`config.mk`:
```
export PLATFORM = sky130hd
export DESIGN_NAME = despread_mf
export DESIGN_NICKNAME = d
export VERILOG_FILES = /design/src/rtl/mf_pkg.sv /design/src/rtl/mf_chipmul.sv /design/src/rtl/mf_pathmul.sv /design/src/rtl/mf_seq.sv /design/src/rtl/despread_mf.sv
export SDC_FILE = /design/constraint.sdc
export NUM_CORES = 1
export LEC_CHECK = 0
export BUFFER_PORTS_ARGS = -buffer_cell sky130_fd_sc_hd__buf_2
export CAP_MARGIN = 15
export CORE_ASPECT_RATIO = 1.5
export CORE_MARGIN = 3
export CORE_UTILIZATION = 25
export DETAILED_ROUTE_END_ITERATION = 7
export PLACE_DENSITY = 0.52
export SLEW_MARGIN = 10
export SYNTH_ARGS = -nofsm -noshare
export SYNTH_HDL_FRONTEND = slang
export SYNTH_SLANG_ARGS = --single-unit
export TNS_END_PERCENT = 5
```
`constraint.sdc`:
```
create_clock -name clk -period 24.1 [get_ports clk]
set_input_delay 1.205 -clock clk [delete_from_list [all_inputs] [get_ports clk]]
set_output_delay 1.205 -clock clk [all_outputs]
set_load 0.05 [all_outputs]
```
`src/rtl/mf_pkg.sv`:
```
package mf_pkg;

  typedef enum logic [1:0] {
    ST_IDLE,
    ST_RUN,
    ST_WAIT
  } mf_state_e;

  // Clamp a signed value to the range of a two's-complement field of 'bits' width.
  function automatic int clamp_s(input int v, input int bits);
    int hi;
    int lo;
    hi = (1 << (bits - 1)) - 1;
    lo = -hi - 1;
    if (v > hi) return hi;
    if (v < lo) return lo;
    return v;
  endfunction

endpackage

```
`src/rtl/mf_chipmul.sv`:
```
// Descramble and despread one chip: c * conj(s) * spread, using sign flips only.
module mf_chipmul #(
  parameter  int W  = 8,
  localparam int OW = W + 2
) (
  input  logic signed [W-1:0]  re_i,
  input  logic signed [W-1:0]  im_i,
  input  logic                 si_neg,
  input  logic                 sq_neg,
  input  logic                 sp_neg,
  output logic signed [OW-1:0] dr_o,
  output logic signed [OW-1:0] di_o
);
  logic signed [OW-1:0] a, b, a_si, b_sq, b_si, a_sq, r0, i0;

  always_comb begin
    a    = OW'(re_i);
    b    = OW'(im_i);
    a_si = si_neg ? -a : a;
    b_sq = sq_neg ? -b : b;
    b_si = si_neg ? -b : b;
    a_sq = sq_neg ? -a : a;
    r0   = a_si + b_sq;
    i0   = b_si - a_sq;
    dr_o = sp_neg ? -r0 : r0;
    di_o = sp_neg ? -i0 : i0;
  end
endmodule

```
`src/rtl/mf_pathmul.sv`:
```
// Path correction: despread value times the conjugate of the path coefficient.
module mf_pathmul import mf_pkg::*; #(
  parameter int W   = 8,
  parameter int PRW = 16
) (
  input  logic signed [W-1:0]   h_re,
  input  logic signed [W-1:0]   h_im,
  input  logic signed [W-1:0]   g_re,
  input  logic signed [W-1:0]   g_im,
  output logic signed [PRW-1:0] p_re,
  output logic signed [PRW-1:0] p_im
);
  int full_re, full_im;

  always_comb begin
    full_re = int'(h_re) * int'(g_re) + int'(h_im) * int'(g_im);
    full_im = int'(h_im) * int'(g_re) - int'(h_re) * int'(g_im);
    p_re    = PRW'(clamp_s(full_re, PRW));
    p_im    = PRW'(clamp_s(full_im, PRW));
  end
endmodule

```
`src/rtl/mf_seq.sv`:
```
// Pass and path sequencer with the output handshake.
module mf_seq import mf_pkg::*; #(
  parameter int SFW = 5,
  parameter int LW  = 3,
  parameter int CW  = 5,
  parameter int PWD = 3
) (
  input  logic           clk,
  input  logic           rst_n,
  input  logic           start,
  input  logic           out_ready,
  input  logic [SFW-1:0] sf_len,
  input  logic [LW-1:0]  n_paths,
  output logic           busy,
  output logic           out_valid,
  output logic           launch,
  output logic           rd_en,
  output logic           acc_en,
  output logic           hold_en,
  output logic           pc_en,
  output logic           fin,
  output logic [CW-1:0]  chip_idx,
  output logic [PWD-1:0] path_idx
);
  mf_state_e st;
  logic      run, pass_end, path_last;
  logic [CW-1:0] sf_c;

  assign sf_c      = CW'(sf_len);
  assign run       = (st == ST_RUN);
  assign pass_end  = (chip_idx == sf_c + CW'(2));
  assign path_last = ((PWD+1)'(path_idx) + (PWD+1)'(1)) == (PWD+1)'(n_paths);

  assign busy      = (st != ST_IDLE);
  assign out_valid = (st == ST_WAIT);
  assign launch    = (st == ST_IDLE) && start;
  assign rd_en     = run && (chip_idx < sf_c);
  assign acc_en    = run && (chip_idx != '0) && (chip_idx <= sf_c);
  assign hold_en   = run && (chip_idx == sf_c + CW'(1));
  assign pc_en     = run && pass_end;
  assign fin       = pc_en && path_last;

  always_ff @(posedge clk or negedge rst_n) begin
    if (!rst_n) begin
      st       <= ST_IDLE;
      chip_idx <= '0;
      path_idx <= '0;
    end else begin
      case (st)
        ST_IDLE: if (start) begin
          st       <= ST_RUN;
          chip_idx <= '0;
          path_idx <= '0;
        end
        ST_RUN: if (pass_end) begin
          chip_idx <= '0;
          if (path_last) st <= ST_WAIT;
          else path_idx <= path_idx + PWD'(1);
        end else begin
          chip_idx <= chip_idx + CW'(1);
        end
        ST_WAIT: if (out_ready) st <= ST_IDLE;
        default: st <= ST_IDLE;
      endcase
    end
  end

  // no buffer reads without a symbol in progress
  a_r1_no_read_idle: assert property (@(posedge clk) disable iff (!rst_n)
    !busy |-> !rd_en);
  // only taking the result ends a busy period
  a_r10_stay_busy: assert property (@(posedge clk) disable iff (!rst_n)
    busy && !(out_valid && out_ready) |=> busy);
  // a waiting result is not withdrawn
  a_r9_valid_held: assert property (@(posedge clk) disable iff (!rst_n)
    out_valid && !out_ready |=> out_valid);
endmodule

```
`src/rtl/despread_mf.sv`:
```
module despread_mf import mf_pkg::*; #(
  parameter  int W         = 8,
  parameter  int SF_MAX    = 16,
  parameter  int L_MAX     = 6,
  parameter  int BUF_DEPTH = 64,
  parameter  int PRW       = 16,
  parameter  int DS_SH     = 2,
  parameter  int NORM_SH   = 6,
  localparam int AW        = $clog2(BUF_DEPTH),
  localparam int SFW       = $clog2(SF_MAX + 1),
  localparam int LW        = $clog2(L_MAX + 1)
) (
  input  logic                     clk,
  input  logic                     rst_n,
  input  logic                     start,
  input  logic [SFW-1:0]           sf_len,
  input  logic [LW-1:0]            n_paths,
  input  logic [2*SF_MAX-1:0]      scr_code,
  input  logic [SF_MAX-1:0]        spr_code,
  input  logic [L_MAX*2*W-1:0]     coef_flat,
  input  logic [L_MAX*AW-1:0]      dly_flat,
  input  logic signed [W-1:0]      y_prev_re,
  input  logic signed [W-1:0]      y_prev_im,
  output logic                     chip_rd,
  output logic [AW-1:0]            chip_addr,
  input  logic signed [W-1:0]      chip_re,
  input  logic signed [W-1:0]      chip_im,
  output logic                     busy,
  output logic                     out_valid,
  input  logic                     out_ready,
  output logic signed [W-1:0]      y_re,
  output logic signed [W-1:0]      y_im
);
  localparam int CW   = $clog2(SF_MAX + 3);
  localparam int PWD  = (L_MAX > 1) ? $clog2(L_MAX) : 1;
  localparam int ACCW = W + 2 + $clog2(SF_MAX);
  localparam int PACW = PRW + $clog2(L_MAX + 1);

  // Unpacked views of the per-path and per-chip inputs
  logic signed [W-1:0] g_re [L_MAX];
  logic signed [W-1:0] g_im [L_MAX];
  logic [AW-1:0]       dly  [L_MAX];
  logic                s_i_neg [SF_MAX];
  logic                s_q_neg [SF_MAX];

  for (genvar g = 0; g < L_MAX; g++) begin : g_path
    assign g_re[g] = coef_flat[g*2*W +: W];
    assign g_im[g] = coef_flat[g*2*W + W +: W];
    assign dly[g]  = dly_flat[g*AW +: AW];
  end
  for (genvar n = 0; n < SF_MAX; n++) begin : g_chip
    assign s_i_neg[n] = scr_code[2*n];
    assign s_q_neg[n] = scr_code[2*n + 1];
  end

  logic           launch, rd_en, acc_en, hold_en, pc_en, fin;
  logic [CW-1:0]  chip_idx;
  logic [PWD-1:0] path_idx;

  mf_seq #(.SFW(SFW), .LW(LW), .CW(CW), .PWD(PWD)) u_seq (
    .clk(clk), .rst_n(rst_n), .start(start), .out_ready(out_ready),
    .sf_len(sf_len), .n_paths(n_paths), .busy(busy), .out_valid(out_valid),
    .launch(launch), .rd_en(rd_en), .acc_en(acc_en), .hold_en(hold_en),
    .pc_en(pc_en), .fin(fin), .chip_idx(chip_idx), .path_idx(path_idx)
  );

  assign chip_rd   = rd_en;
  assign chip_addr = dly[path_idx] + AW'(chip_idx);

  // Data arriving now belongs to the chip addressed one cycle earlier
  logic [CW-1:0] code_idx;
  logic          code_ok, ci_neg, cq_neg, cs_neg;
  always_comb begin
    code_idx = (chip_idx == '0) ? '0 : chip_idx - CW'(1);
    code_ok  = (code_idx < CW'(SF_MAX));
    ci_neg   = code_ok ? s_i_neg[code_idx] : 1'b0;
    cq_neg   = code_ok ? s_q_neg[code_idx] : 1'b0;
    cs_neg   = code_ok ? spr_code[code_idx] : 1'b0;
  end

  logic signed [W+1:0] d_re, d_im;
  mf_chipmul #(.W(W)) u_chip (
    .re_i(chip_re), .im_i(chip_im), .si_neg(ci_neg), .sq_neg(cq_neg),
    .sp_neg(cs_neg), .dr_o(d_re), .di_o(d_im)
  );

  logic signed [ACCW-1:0] acc_re, acc_im;
  logic signed [W-1:0]    h_re, h_im;
  logic signed [PRW-1:0]  p_re, p_im;
  logic signed [PACW-1:0] pacc_re, pacc_im, pnx_re, pnx_im;
  int                     fin_re, fin_im;

  mf_pathmul #(.W(W), .PRW(PRW)) u_path (
    .h_re(h_re), .h_im(h_im), .g_re(g_re[path_idx]), .g_im(g_im[path_idx]),
    .p_re(p_re), .p_im(p_im)
  );

  always_comb begin
    pnx_re = pacc_re + PACW'(p_re);
    pnx_im = pacc_im + PACW'(p_im);
    fin_re = clamp_s(clamp_s(int'(pnx_re) >>> NORM_SH, W) + int'(y_prev_re), W);
    fin_im = clamp_s(clamp_s(int'(pnx_im) >>> NORM_SH, W) + int'(y_prev_im), W);
  end

  always_ff @(posedge clk or negedge rst_n) begin
    if (!rst_n) begin
      acc_re  <= '0;
      acc_im  <= '0;
      h_re    <= '0;
      h_im    <= '0;
      pacc_re <= '0;
      pacc_im <= '0;
      y_re    <= '0;
      y_im    <= '0;
    end else begin
      if (launch || pc_en) begin
        acc_re <= '0;
        acc_im <= '0;
      end else if (acc_en) begin
        acc_re <= acc_re + ACCW'(d_re);
        acc_im <= acc_im + ACCW'(d_im);
      end
      if (hold_en) begin
        h_re <= W'(clamp_s(int'(acc_re) >>> DS_SH, W));
        h_im <= W'(clamp_s(int'(acc_im) >>> DS_SH, W));
      end
      if (launch) begin
        pacc_re <= '0;
        pacc_im <= '0;
      end else if (pc_en) begin
        pacc_re <= pnx_re;
        pacc_im <= pnx_im;
      end
      if (fin) begin
        y_re <= W'(fin_re);
        y_im <= W'(fin_im);
      end
    end
  end

  // reads within a pass walk consecutive buffer addresses
  a_r3_addr_step: assert property (@(posedge clk) disable iff (!rst_n)
    chip_rd && $past(chip_rd) |-> chip_addr == $past(chip_addr) + AW'(1));
  // a waiting result keeps its value
  a_r9_data_stable: assert property (@(posedge clk) disable iff (!rst_n)
    out_valid && !out_ready |=> $stable(y_re) && $stable(y_im));
  // a result is only offered inside a busy period
  a_r2_valid_in_busy: assert property (@(posedge clk) disable iff (!rst_n)
    out_valid |-> busy);
endmodule

```
# == After elaboration in Yosys (flattened, before gate mapping) ==
# Index checks and enable logic that the tools add are counted.
# classes
addsub,21
multipliers,4
magnitude_cmp,22
n_eq_ne,10
n_mux,107
bitwise,2
n_reduce_logical,18
# ops
operator,n
32-bit two-way mux,6
8-bit two-way mux,16
16-bit two-way mux,6
19-bit two-way mux,4
32-bit by 8-bit adder with 32-bit output,2
32-bit by 16-bit > comparator with 1-bit output (second input constant),2
32-bit by 8-bit > comparator with 1-bit output (second input constant),2
32-bit by 16-bit less-than comparator with 1-bit output (second input constant),2
32-bit by 8-bit less-than comparator with 1-bit output (second input constant),2
8-bit by 8-bit multiplier with 16-bit output,4
10-bit two-way mux,6
14-bit two-way mux,4
8-bit binary-select mux with 3-bit select,2
7-bit two-way mux,6
19-bit by 16-bit adder with 19-bit output,2
1-bit two-way mux,36
15-bit two-way mux,2
14-bit by 10-bit adder with 14-bit output,2
13-bit by 8-bit > comparator with 1-bit output (second input constant),2
13-bit by 8-bit less-than comparator with 1-bit output (second input constant),2
12-bit by 8-bit > comparator with 1-bit output (second input constant),2
12-bit by 8-bit less-than comparator with 1-bit output (second input constant),2
10-bit negator,2
8-bit negator with 10-bit output,2
other kinds (40),66
# totals
regBits,108

# == Logic depth before layout (Yosys ltp) ==
# logic_depth
word_depth,23
mapped_depth,69
depth_no_buf,63

# == By module ==
# From an unflattened synthesis, not the netlist that was laid out.
# unflattened
hier_cells,2821
area_unflattened_um2,24647.4
# modules_own_cells
mod,n_inst,cells_each,area_per_inst_um2,seq_area_each_um2
mf_pathmul,1,1231,11225.8,0.0
despread_mf,1,1173,10347.4,2452.4
mf_chipmul,1,310,2127.0,0.0
mf_seq,1,107,947.2,250.2

# == Worst setup path after synthesis ==
# No wires, ideal clock.
# synth_timing
kind,register to register
startpoint,reg u_seq.path_idx[0]
endpoint,reg y_re[4]
arrival_ps,15148
slack_ps,8874
stages_incl_launch_ff,62
synth_period_minus_slack_ps,15226
path_cell_list,dfrtp_1 buf_2 clkbuf_1 clkbuf_1 mux2i_1 nor2_1 a21oi_1 nor2b_1 inv_1 fa_1 fa_1 inv_1 fa_1 fa_1 fa_1 inv_1 fa_1 inv_1 [... 26 more ...] o21ai_0 ha_1 a21o_1 a21o_1 a21oi_1 a21oi_1 a311o_1 a21o_1 a21oi_1 o21bai_1 a21oi_1 fa_1 or4bb_1 nor4_1 nand4_1 o41ai_1 nand3b_1 a21oi_1
# synth_via
elab_chain_len,23
# synth_lines
element,line,rtl
from (decl),mf_seq.sv:23,output logic [PWD-1:0] path_idx
from (signal assigned),mf_seq.sv:58,else path_idx <= path_idx + PWD'(1);
3-bit inverter with 4-bit output (not written as such),despread_mf.sv:94,".h_re(h_re), .h_im(h_im), .g_re(g_re[path_idx]), .g_im(g_im[path_idx]),"
8-bit binary-select mux with 3-bit select,despread_mf.sv:94,
8-bit two-way mux (not written as such) (2 in series),despread_mf.sv:94,
8-bit by 8-bit multiplier with 16-bit output,mf_pathmul.sv:16,full_re = int'(h_re) * int'(g_re) + int'(h_im) * int'(g_im);
16-bit by 16-bit adder with 17-bit output,mf_pathmul.sv:16,
32-bit by 16-bit > comparator with 1-bit output or 32-bit by 16-bit less-than comparator with 1-bit output (tied branches),"mf_pkg.sv:15, mf_pkg.sv:16",
15-bit two-way mux or 1-bit two-way mux (tied branches),"mf_pkg.sv:15, mf_pkg.sv:16",
16-bit two-way mux or 1-bit two-way mux (tied branches),mf_pkg.sv:16,if (v < lo) return lo;
[... 6 more ...],--,
32-bit two-way mux,mf_pkg.sv:17,return v;
32-bit two-way mux,mf_pkg.sv:16,
32-bit by 8-bit adder with 32-bit output,despread_mf.sv:101,"fin_re = clamp_s(clamp_s(int'(pnx_re) >>> NORM_SH, W) + int'(y_prev_re), W);"
32-bit by 8-bit > comparator with 1-bit output or 32-bit by 8-bit less-than comparator with 1-bit output (tied branches),"mf_pkg.sv:15, mf_pkg.sv:16",
7-bit two-way mux or 1-bit two-way mux (tied branches),"mf_pkg.sv:15, mf_pkg.sv:16",
8-bit two-way mux or 1-bit two-way mux (tied branches),mf_pkg.sv:16,
8-bit two-way mux,mf_pkg.sv:17,
8-bit two-way mux,mf_pkg.sv:16,
to (signal assigned),despread_mf.sv:135,y_re <= W'(fin_re);
to (decl),despread_mf.sv:31,"output logic signed [W-1:0] y_re,"
# Parallel ways exist; a longest one is shown, timed or not. The select of a mux whose other input is x is not followed.
# A chain may end at the register's enable or synchronous reset.

# == Final worst setup path ==
# layout_timing
startpoint,reg u_seq.path_idx[0]
endpoint,reg y_im[2]
# layout_via
elab_chain_len,23
# layout_lines
element,line,rtl
3-bit inverter with 4-bit output (not written as such),despread_mf.sv:94,
8-bit binary-select mux with 3-bit select,despread_mf.sv:94,
8-bit two-way mux (not written as such) (2 in series),despread_mf.sv:94,
8-bit by 8-bit multiplier with 16-bit output,mf_pathmul.sv:17,full_im = int'(h_im) * int'(g_re) - int'(h_re) * int'(g_im);
16-bit by 16-bit subtractor with 17-bit output,mf_pathmul.sv:17,
32-bit by 16-bit > comparator with 1-bit output or 32-bit by 16-bit less-than comparator with 1-bit output (tied branches),"mf_pkg.sv:15, mf_pkg.sv:16",
15-bit two-way mux or 1-bit two-way mux (tied branches),"mf_pkg.sv:15, mf_pkg.sv:16",
16-bit two-way mux or 1-bit two-way mux (tied branches),mf_pkg.sv:16,
[... 6 more ...],--,
32-bit two-way mux,mf_pkg.sv:17,
32-bit two-way mux,mf_pkg.sv:16,
32-bit by 8-bit adder with 32-bit output,despread_mf.sv:102,"fin_im = clamp_s(clamp_s(int'(pnx_im) >>> NORM_SH, W) + int'(y_prev_im), W);"
32-bit by 8-bit > comparator with 1-bit output or 32-bit by 8-bit less-than comparator with 1-bit output (tied branches),"mf_pkg.sv:15, mf_pkg.sv:16",
7-bit two-way mux or 1-bit two-way mux (tied branches),"mf_pkg.sv:15, mf_pkg.sv:16",
8-bit two-way mux or 1-bit two-way mux (tied branches),mf_pkg.sv:16,
8-bit two-way mux,mf_pkg.sv:17,
8-bit two-way mux,mf_pkg.sv:16,
to (signal assigned),despread_mf.sv:136,y_im <= W'(fin_im);
to (decl),despread_mf.sv:32,output logic signed [W-1:0] y_im
# Parallel ways exist; a longest one is shown, timed or not. The select of a mux whose other input is x is not followed.

==> results.toml <==
[outcome]
status = "finished clean"

[synth]
synth_top_cell_by_area = "fa_1"
ys_warn_count = 0
synth_edf_count = 0
synth_area_mm2 = 0.0231
synthArstFlopShare_pct = 100
ys_top_cells_by_count = "435 x inv_1, 302 x nor2_1, 298 x fa_1"
yosys_register_bits = 108
synth_top_area_share_pct = 25.8
synthCells = 2672
synth-main-ff-cell = "dfrtp_1"
yosys-top-cells-area = "fa_1 26%, ha_1 13%, dfrtp_1 12%"
yosysSeqAreaShare_pct = 11.7
yosysMostFrequentCell = "inv_1"
syn_nets = 3435
synth_cell_types = 78
avgSynthCellArea_um2 = 8.66

[floorplan]
dieArea_mm2 = 0.0963
die_h_um = 379
initial_utilization_pct = 25.2
core_area_mm2 = 0.0917
placementRows = 136
ioPinCount = 249
die_x_um = 254

[global_route]
groute.layer.met1.usage_pct = 17.1
grt_first_pass_wirelength_um = 108000
grt_antenna_before_repair = 5
grt_util_met3_pct = 2.01
grt_max_degree = 64
grt_pass1_vias = 20013
grt_use_met2_pct = 26.7
grt.busiest_layer = "met2"
gr-usage-all-layers_pct = 14.4
gr-total-overflow = 0

[worst_setup_path]
critical_path_class = "register to register"
max_stage_delay_ns = 0.71
critPathRequiredTime_ns = 24.42
crit_fanout = 28
crit_arrival_ns = 17.60
critPathMostFrequentCell = "fa_1"
cp-start-kind = "register"
crit_slowest_cell = "dfrtp_4"
endpoint_kind = "register"

[run]
cap_violations = 0

[sta]
final_hold_viol_count = 0
setup_tns_ns = 0
min_period_over_period_pct = 71.7
finalSetupViolCount = 0
setup_ws_ns = 6.82
tightest_slew_ns = 1.10
skew_ns = 0.0144
relSlewSlack_pct = 26.8
drv_slew = 0
fmax_ghz = 0.0579
fin_crit_ns = 17.28
rsz0062_at_grt = "no"

[final_layout]
area_growth_pct = 12.7
drive_above_1_share_pct = 12.6
final_nets = 3643

[place]
dp_hpwl_um = 56900
routabilityCongestion = 0.833
io_buffers = 248
post-place-ws_ns = 6.89

[clock_tree]
cts-root-buf = "clkbuf_16"
hold_buffers = 0
numCtsBuffers = 9
cts_tree = "yes"
ctsLongestPathBuffers = 2
htreeDepth = 3
clock_sink_count = 108
cts_setup_buffers = 0
postCtsResizedCells = 0
insertion_delay_ns = 0.39
clk_pin_slew_ns = 0.09

[routing]
via_per_inst = 4.66
routed_wl_um = 68200
avgRoutedWirePerCell_um = 16.8
drt_iter0_markers = 843
num_vias = 18910
drc = 0
final_antenna_net_count = 0
dr.pass1.iters = 6

[min_path]
min_path_type = "register to register"
cells in the final DEF (no fill, tap or decap), drive strengths merged, types with 108 or more instances in the layout:
cell type  netlist  final
a21oi          130    130
buf             22    277
dfrtp          108    108
fa             298    298
ha             241    241
inv            436    439
nand2          156    156
nor2           305    305
o21ai          150    150
xnor2          120    120
sequential cells by signal, summed over array words and instances (netlist names):
name	cells
h_im	8
u_seq.path_idx	3
acc_im	14
u_seq.chip_idx	5
h_re	8
acc_re	14
y_re	8
pacc_im	19
u_seq.st	2
y_im	8
pacc_re	19
per-layer routing:
layer | up-vias | wire length, µm
met3 | 66 | 3620
li1 | 9163 | -
met5 | - | 26
met1 | 9220 | 27600
met2 | 457 | 35400
met4 | 4 | 1510
final timing paths:
path / from / to / slack (ns) / cells past startpoint
setup / recovery: u_seq.path_idx[0] / y_im[2] / 6.82 / 60
hold / removal: y_re[7] / y_re[7] / 0.49 / 2
setup reg to reg: u_seq.path_idx[0] / y_im[2] / 6.82 / 60
hold reg to reg: y_re[7] / y_re[7] / 0.49 / 2
max in group asynchronous: rst_n / y_re[0] / 21.91 / 2
min in group asynchronous: rst_n / pacc_im[15] / 0.87 / 1
area by class of cell:
class / count / area [µm²]
clock inverters: 6 / 62.6
fillers: 9853 / 65600
inverters: 445 / 1670
diodes: 2 / 5.00
multi-input cells: 2039 / 18500
repair buffers: 277 / 1460
clock buffers: 10 / 239
flip-flops and latches: 108 / 2710
well taps: 1173 / 1470
logic make-up after synthesis:
| kind of cell | count (synthesis) | synth area share [%] |
|---|---|---|
| AO/OA/AOI/OAI | 476 | 12.8 |
| multiplexers | 98 | 5.89 |
| adder cells (fa/ha/maj) | 541 | 38.9 |
| flip-flops | 108 | 11.7 |
| XOR/XNOR | 189 | 7.40 |
| AND/OR/NAND/NOR | 735 | 14.7 |
| buffers and inverters | 525 | 8.66 |
metrics by stage:
stage	hold WS (ns)	area, µm²	util (%)	cells
after floorplan	0.471	23100	-	2672
after CTS	0.502	26100	28.4	4057
after global placement	0.463	25800	28.1	4041
final	0.495	26100	28.4	4060
after detailed placement	0.469	25800	28.1	4041
after global routing	0.533	26100	28.4	4059
critical path: cells and delay by family (launching register included):
family / cells / cell delay (ns)
multiplexers: 1 / 0.57
AND/OR/NAND/NOR: 12 / 2.68
AO/OA/AOI/OAI: 23 / 5.37
buffers and inverters: 9 / 1.41
flip-flops: 1 / 0.71
XOR/XNOR: 2 / 0.86
adder cells (fa/ha/maj): 13 / 5.55
Power is not shown: default switching activity piles up to over one toggle a cycle in this logic, so the estimate is an artifact.
